### src/rtl/bxp_pkg.sv
package bxp_pkg;
   typedef enum logic [1:0] {
      XF_OFF = 2'd0,
      XF_TX  = 2'd1,
      XF_RX  = 2'd2
   } xfer_mode_e;
endpackage

### src/rtl/bxp_mode_dec.sv
module bxp_mode_dec
   import bxp_pkg::*;
(
   input  logic       en_n,
   input  logic       dir_tx,
   output xfer_mode_e mode
);
   always_comb begin
      if (en_n)        mode = XF_OFF;
      else if (dir_tx) mode = XF_TX;
      else             mode = XF_RX;
   end
endmodule

### src/rtl/bxp_xor_tree.sv
module bxp_xor_tree #(
   parameter int W = 9
) (
   input  logic [W-1:0] din,
   output logic         odd
);
   localparam int LV = (W <= 1) ? 1 : $clog2(W);
   localparam int PW = 1 << LV;

   if (W < 1) begin : g_bad
      $error("bxp_xor_tree: W must be at least 1");
   end

   for (genvar k = 0; k <= LV; k++) begin : g_lvl
      localparam int N = PW >> k;
      logic [N-1:0] v;
      if (k == 0) begin : g_leaf
         assign v = PW'(din);
      end else begin : g_node
         for (genvar i = 0; i < N; i++) begin : g_x
            assign v[i] = g_lvl[k-1].v[2*i] ^ g_lvl[k-1].v[2*i+1];
         end
      end
   end

   assign odd = g_lvl[LV].v[0];
endmodule

### src/rtl/bxp_parity_unit.sv
module bxp_parity_unit
   import bxp_pkg::*;
#(
   parameter int WIDTH        = 8,
   parameter bit SHARE_TREE   = 1'b1
) (
   input  xfer_mode_e       mode,
   input  logic             sel_odd,
   input  logic [WIDTH-1:0] a_in,
   input  logic [WIDTH-1:0] b_in,
   input  logic             par_in,
   output logic             par_gen,
   output logic             err_hit
);
   localparam int TW = WIDTH + 1;

   if (SHARE_TREE) begin : g_shared
      logic [TW-1:0] sel_word;
      logic          tree_odd;
      logic          flag;
      always_comb begin
         if (mode == XF_TX) sel_word = {1'b0, a_in};
         else               sel_word = {par_in, b_in};
      end
      bxp_xor_tree #(.W(TW)) u_tree (.din(sel_word), .odd(tree_odd));
      assign flag    = tree_odd ^ sel_odd;
      assign par_gen = flag;
      assign err_hit = flag;
   end else begin : g_split
      logic odd_a;
      logic odd_b;
      bxp_xor_tree #(.W(WIDTH)) u_tree_a (.din(a_in), .odd(odd_a));
      bxp_xor_tree #(.W(TW))    u_tree_b (.din({par_in, b_in}), .odd(odd_b));
      assign par_gen = odd_a ^ sel_odd;
      assign err_hit = odd_b ^ sel_odd;
   end
endmodule

### src/rtl/bxp_transceiver.sv
module bxp_transceiver
   import bxp_pkg::*;
#(
   parameter int WIDTH      = 8,
   parameter bit SHARE_TREE = 1'b1
) (
   input  logic             en_n,
   input  logic             dir_tx,
   input  logic             sel_odd,
   input  logic [WIDTH-1:0] a_in,
   output logic [WIDTH-1:0] a_out,
   output logic             a_oe,
   input  logic [WIDTH-1:0] b_in,
   output logic [WIDTH-1:0] b_out,
   output logic             b_oe,
   input  logic             par_in,
   output logic             par_out,
   output logic             par_oe,
   output logic             err_n_out,
   output logic             err_n_oe
);
   localparam logic [WIDTH-1:0] ZW = '0;

   if (WIDTH < 1) begin : g_bad_width
      $error("bxp_transceiver: WIDTH must be at least 1");
   end

   xfer_mode_e mode;
   logic       par_gen;
   logic       err_hit;

   bxp_mode_dec u_dec (
      .en_n   (en_n),
      .dir_tx (dir_tx),
      .mode   (mode)
   );

   bxp_parity_unit #(
      .WIDTH      (WIDTH),
      .SHARE_TREE (SHARE_TREE)
   ) u_par (
      .mode    (mode),
      .sel_odd (sel_odd),
      .a_in    (a_in),
      .b_in    (b_in),
      .par_in  (par_in),
      .par_gen (par_gen),
      .err_hit (err_hit)
   );

   always_comb begin
      a_out     = ZW;
      a_oe      = 1'b0;
      b_out     = ZW;
      b_oe      = 1'b0;
      par_out   = 1'b0;
      par_oe    = 1'b0;
      err_n_out = 1'b0;
      err_n_oe  = 1'b0;
      unique case (mode)
         XF_TX: begin
            b_out     = a_in;
            b_oe      = 1'b1;
            par_out   = par_gen;
            par_oe    = 1'b1;
            err_n_out = 1'b1;
            err_n_oe  = 1'b1;
         end
         XF_RX: begin
            a_out     = b_in;
            a_oe      = 1'b1;
            err_n_out = ~err_hit;
            err_n_oe  = 1'b1;
         end
         default: ;
      endcase
   end
endmodule

### config.mk
export PLATFORM = sky130hd
export DESIGN_NAME = bxp_transceiver
export DESIGN_NICKNAME = d
export VERILOG_FILES = /design/src/rtl/bxp_pkg.sv /design/src/rtl/bxp_mode_dec.sv /design/src/rtl/bxp_xor_tree.sv /design/src/rtl/bxp_parity_unit.sv /design/src/rtl/bxp_transceiver.sv
export SDC_FILE = /design/constraint.sdc
export NUM_CORES = 1
export LEC_CHECK = 0
export CAP_MARGIN = 0
export CELL_PAD_IN_SITES_DETAIL_PLACEMENT = 1
export CELL_PAD_IN_SITES_GLOBAL_PLACEMENT = 2
export CORE_MARGIN = 2
export CORE_UTILIZATION = 10
export DETAILED_ROUTE_END_ITERATION = 8
export PLACE_DENSITY = 0.8
export SLEW_MARGIN = 30
export SYNTH_ARGS = -nofsm -noshare
export SYNTH_HDL_FRONTEND = slang
export SYNTH_SLANG_ARGS = --single-unit
### constraint.sdc
create_clock -name vclk -period 1.4
set_input_delay 0.28 -clock vclk [all_inputs]
set_output_delay 0.28 -clock vclk [all_outputs]
set_load 0.03 [all_outputs]
==> results.md, run 1 <==
- Netlist Area Pre-Place: 294 sq um
- Setup repair after global routing missed its margin: yes
- Routability cong.: 0.648
- Post-route cell area: 803 sq um
- Vias in the first global route: 451
- Detail Route Antenna Nets: 0
- Critical path class: in -> out
- Final TNS setup: -0.577 ns
- Power Total: 0.392 mW
- Worst min path class: in -> out
- Cell Chain, Critical Path: buf_6 > xnor2_2 > xnor3_2 > xnor2_2 > nor3_4 > buf_6
- Max Fclk: 588 MHz
- All-Layer GR Usage: 7.88%
- Slew margin rel.: 82.9%
- Fill count: 332
- Diodes inserted: 0
- DP Area: 731 sq um
- Core area: 2780 sq um
- Setup violations, final: 2
- Max-Cap Viols: 0
- Synthesized net count: 58
- Sequential area share after synthesis: 0%
- Synth Instances: 38
- Crit. End Element: output port
- Via Count: 434
- Post-route setup slack: -0.301 ns
- Fin. Hold Viols: 0
- Initial antenna violation count: 0
- Seq Cell Count: 0
- Crit-path slowest cell: xnor3_2
- Fin. max-slew vios: 0
- Req. time, crit path: 1.12 ns
- Finished Core Util: 28.9%
- Placed cells: 112
- Clock buffers: 0
- Syn-to-layout area delta: 173%
- Peak VDD IR: 0.181 mV
- FF+latch area: 0 sq um
- Share of post-route cells with drive strength above 1: 64.7%
- Global-route wire length before repair: 2.17 mm
- Drt wl/cell: 11.0 microns
- WL final: 1.28 mm
- Pleak: 0.439 nW
- FP Rows: 19
- DRT iter0 DRCs: 16
- Syn avg cell area: 7.74 sq um
- Fin cells: 116
- Final period utilization: 121%
- Failing checks: setup timing
- Die height: 58.2 microns
- Die area: 3390 sq um
- IO buf count: 42
- Max stage delay on crit path: 0.46 ns
- Largest net degree at the start of global routing: 10
- DR pass1 iterations: 2
- Distinct cells, synth: 12
- Ys Warns: 0
- Vias/cell: 3.74
- Crit-path max FO: 2
- Worst-Margin Slew: 0.255 ns
- Arrival @ worst endpoint: 1.42 ns
- Total grt overflow: 0
- DRC: 0
- Critical path launch point type: input port
- Starting Density: 10.6%
- Ports: 42
- Multi-input logic area: 362 sq um
- Die width: 58.2 microns
- Final min period: 1.70 ns
- Power Density: 488 nW/um^2
- Final nets: 107
- Run status: finished, violations left
## layout make-up
class / count / share of cell area (%)
well taps: 31 / 4.83
repair buffers: 48 / 49.2
inverters: 2 / 0.935
multi-input cells: 35 / 45.0
## cell families after synthesis
logic type / Yosys count / synth area share (%)
compound gates: 1 / 1.70
simple gates: 19 / 39.1
buf+inv: 3 / 5.11
xor+xnor: 15 / 54.0
## cell usage in the layout, fill, tap and decap left out, types with 4 or more instances in the layout
cell type      count
buf_6              8
buf_4             25
xnor2_2            7
buf_2              4
and3_1             6
xnor2_1            4
dlygate4sd2_1      6
and2_1             7
## power by group
group          total, mW  switching (mW)  internal, mW  leakage, nW
Clock                  0               0             0            0
Combinational      0.392           0.184         0.207        0.439
Sequential             0               0             0            0
Total              0.392           0.184         0.207        0.439
## cells in the mapped netlist (all sizes together)
master | instances | area [sq um]
xnor2 | 11 | 96.3
xnor3 | 2 | 45.0
nor2 | 2 | 7.51
nor3 | 1 | 5.00
buf | 1 | 7.51
and2 | 8 | 51.3
xor2 | 2 | 17.5
a21oi | 1 | 5.00
and3 | 8 | 51.3
inv | 2 | 7.51
## metal layers
layer  track usage, %  vias to the layer above  wire [microns]
met5                0                        -               0
met4                0                        0               0
met3            0.446                        0              86
met2             14.8                       17             722
met1             10.5                      200             469
li1                 -                      217               -
## repair_timing
item / 4_1_cts / 5_1_grt
gates cloned: 0 / 0
pin swaps: 17 / 9
gates resized for setup: 59 / 21
hold buffers: 0 / 0
endpoints found under the setup margin: 22 / 13
setup buffers: 4 / 0
hold endpoints to repair: 0 / 0
## critical path, delay by kind of cell
| kind | cells | cell delay, ns |
|---|---|---|
| buffers and inverters | 2 | 0.25 |
| and+or+nand+nor | 1 | 0.12 |
| xor gates and xnor gates | 3 | 0.77 |
## path summary, 6_finish.rpt
path              depth (start not counted)        to  slack, ns    start
setup / recovery                          6   par_out      -0.30  a_in[0]
hold / removal                            3  a_out[5]       0.89  b_in[5]
## through the flow
| stage | setup WS (ns) | hold WS, ns |
|---|---|---|
| final | -0.301 | 0.893 |
| after global routing | -0.377 | 0.904 |
| after CTS | -0.373 | 0.895 |
| after detailed placement | -0.736 | 1.30 |
| after global placement | -0.725 | 1.29 |
| after floorplan | -0.158 | 0.605 |
Power figures use the tool's default switching activity.
==> run 2: changes to the inputs <==
- CORE_MARGIN: 2 -> 4
==> results.md, run 2 (synthesized netlist as in run 1, its figures left out) <==
- Pleak: 0.424 nW
- DR pass1 iterations: 1
- Final period utilization: 121%
- Core area: 2780 sq um
- Setup repair after global routing missed its margin: yes
- Detail Route Antenna Nets: 0
- Max-Cap Viols: 0
- Final nets: 105
- Syn-to-layout area delta: 162%
- FP Rows: 19
- WL final: 1.31 mm
- Peak VDD IR: 0.197 mV
- Max Fclk: 591 MHz
- Routability cong.: 0.673
- Final min period: 1.69 ns
- Fin. Hold Viols: 0
- Diodes inserted: 0
- Power Density: 492 nW/um^2
- Placed cells: 113
- All-Layer GR Usage: 6.36%
- Worst min path class: in -> out
- Hold_sp: b_in[5]
- Setup violations, final: 2
- Worst Hold Depth: 3
- Arrival @ worst endpoint: 1.41 ns
- Vias in the first global route: 476
- Critical path launch point type: input port
- Total grt overflow: 0
- Post-CTS Setup Bufs: 0
- Vias/cell: 3.88
- Seq Cell Count: 0
- IO buf count: 42
- Slew margin rel.: 83.1%
- Die area: 3870 sq um
- Die height: 62.2 microns
- Fin cells: 114
- Fin. max-slew vios: 0
- CTS Hold Bufs: 0
- Crit. End Element: output port
- Drt wl/cell: 11.5 microns
- Most frequent cells in the layout: buf_4 (23), and2_1 (7), and3_1 (7), xnor2_2 (7), dlygate4sd2_1 (6)
- Crit-path max FO: 2
- FF+latch area: 0 sq um
- Via Count: 442
- Commonest non-fill, non-tap cell in the layout: buf_4
- Failing checks: setup timing
- DRC: 0
- Clock buffers: 0
- Die width: 62.2 microns
- Power Total: 0.379 mW
- Post-route setup slack: -0.292 ns
- Share of post-route cells with drive strength above 1: 61.4%
- Starting Density: 10.6%
- Initial antenna violation count: 0
- Global-route wire length before repair: 2.21 mm
- DRT iter0 DRCs: 0
- Largest net degree at the start of global routing: 10
- Req. time, crit path: 1.12 ns
- Ports: 42
- Worst-Margin Slew: 0.251 ns
- Min-Delay Endpoint: a_out[5]
- Worst-case hold slack: 0.886 ns
- Run status: finished, violations left
- Critical path class: in -> out
run 2: where the power goes:
group,switching [mW],internal (mW),total (mW)
combinational,0.183,0.196,0.379
clock,0,0,0
sequential,0,0,0
run 2: area by class of cell:
class                           count  area [sq um]
Fill cell                         350          2010
Inverter                            2          7.51
Multi-Input combinational cell     36           360
Timing Repair Buffer               45           364
Tap cell                           31          38.8
run 2: stage by stage:
stage          area (sq um)  util, %  setup slack, ns  setup TNS (ns)
6_report                771     27.7           -0.292          -0.581
5_1_grt                 771     27.7           -0.363           -1.15
4_1_cts                 772     27.8           -0.362          -0.693
3_5_place_dp            738     26.5           -0.739           -7.61
3_3_place_gp            738     26.5           -0.731           -7.09
2_1_floorplan           319        -           -0.158          -0.301
run 2: worst max-delay path by stage:
stage	startpoint	to	slack, ns	cells after the start
2_1_floorplan	b_in[6]	err_n_out	-0.16	4
3_3_place_gp	a_in[2]	par_out	-0.73	6
3_5_place_dp	a_in[2]	par_out	-0.74	6
4_1_cts	a_in[0]	par_out	-0.36	6
5_1_grt	a_in[3]	par_out	-0.36	6
6_report	a_in[3]	par_out	-0.29	6
run 2: what timing repair did:
action,CTS,global route
setup endpoints to repair,22,11
gates cloned,1,0
pin swaps,18,8
gates resized for setup,58,10
run 2: metal layers:
layer / wire [microns] / global-route usage (%)
met5: 0 / 0
met4: 0 / 0
met3: 101 / 1.26
met2: 730 / 12.6
met1: 475 / 7.27
run 2: worst max-delay path, cell delays in order:
cell and delay, ns:
buf_8 0.10, xnor2_2 0.14, xnor3_1 0.45, xnor2_2 0.17, nor3_4 0.12, buf_6 0.15
==> run 3: changes to the inputs <==
- TNS_END_PERCENT: default -> 50
==> results of run 3 <==
No change in the layout: final DEF, timing and power equal those of run 2.
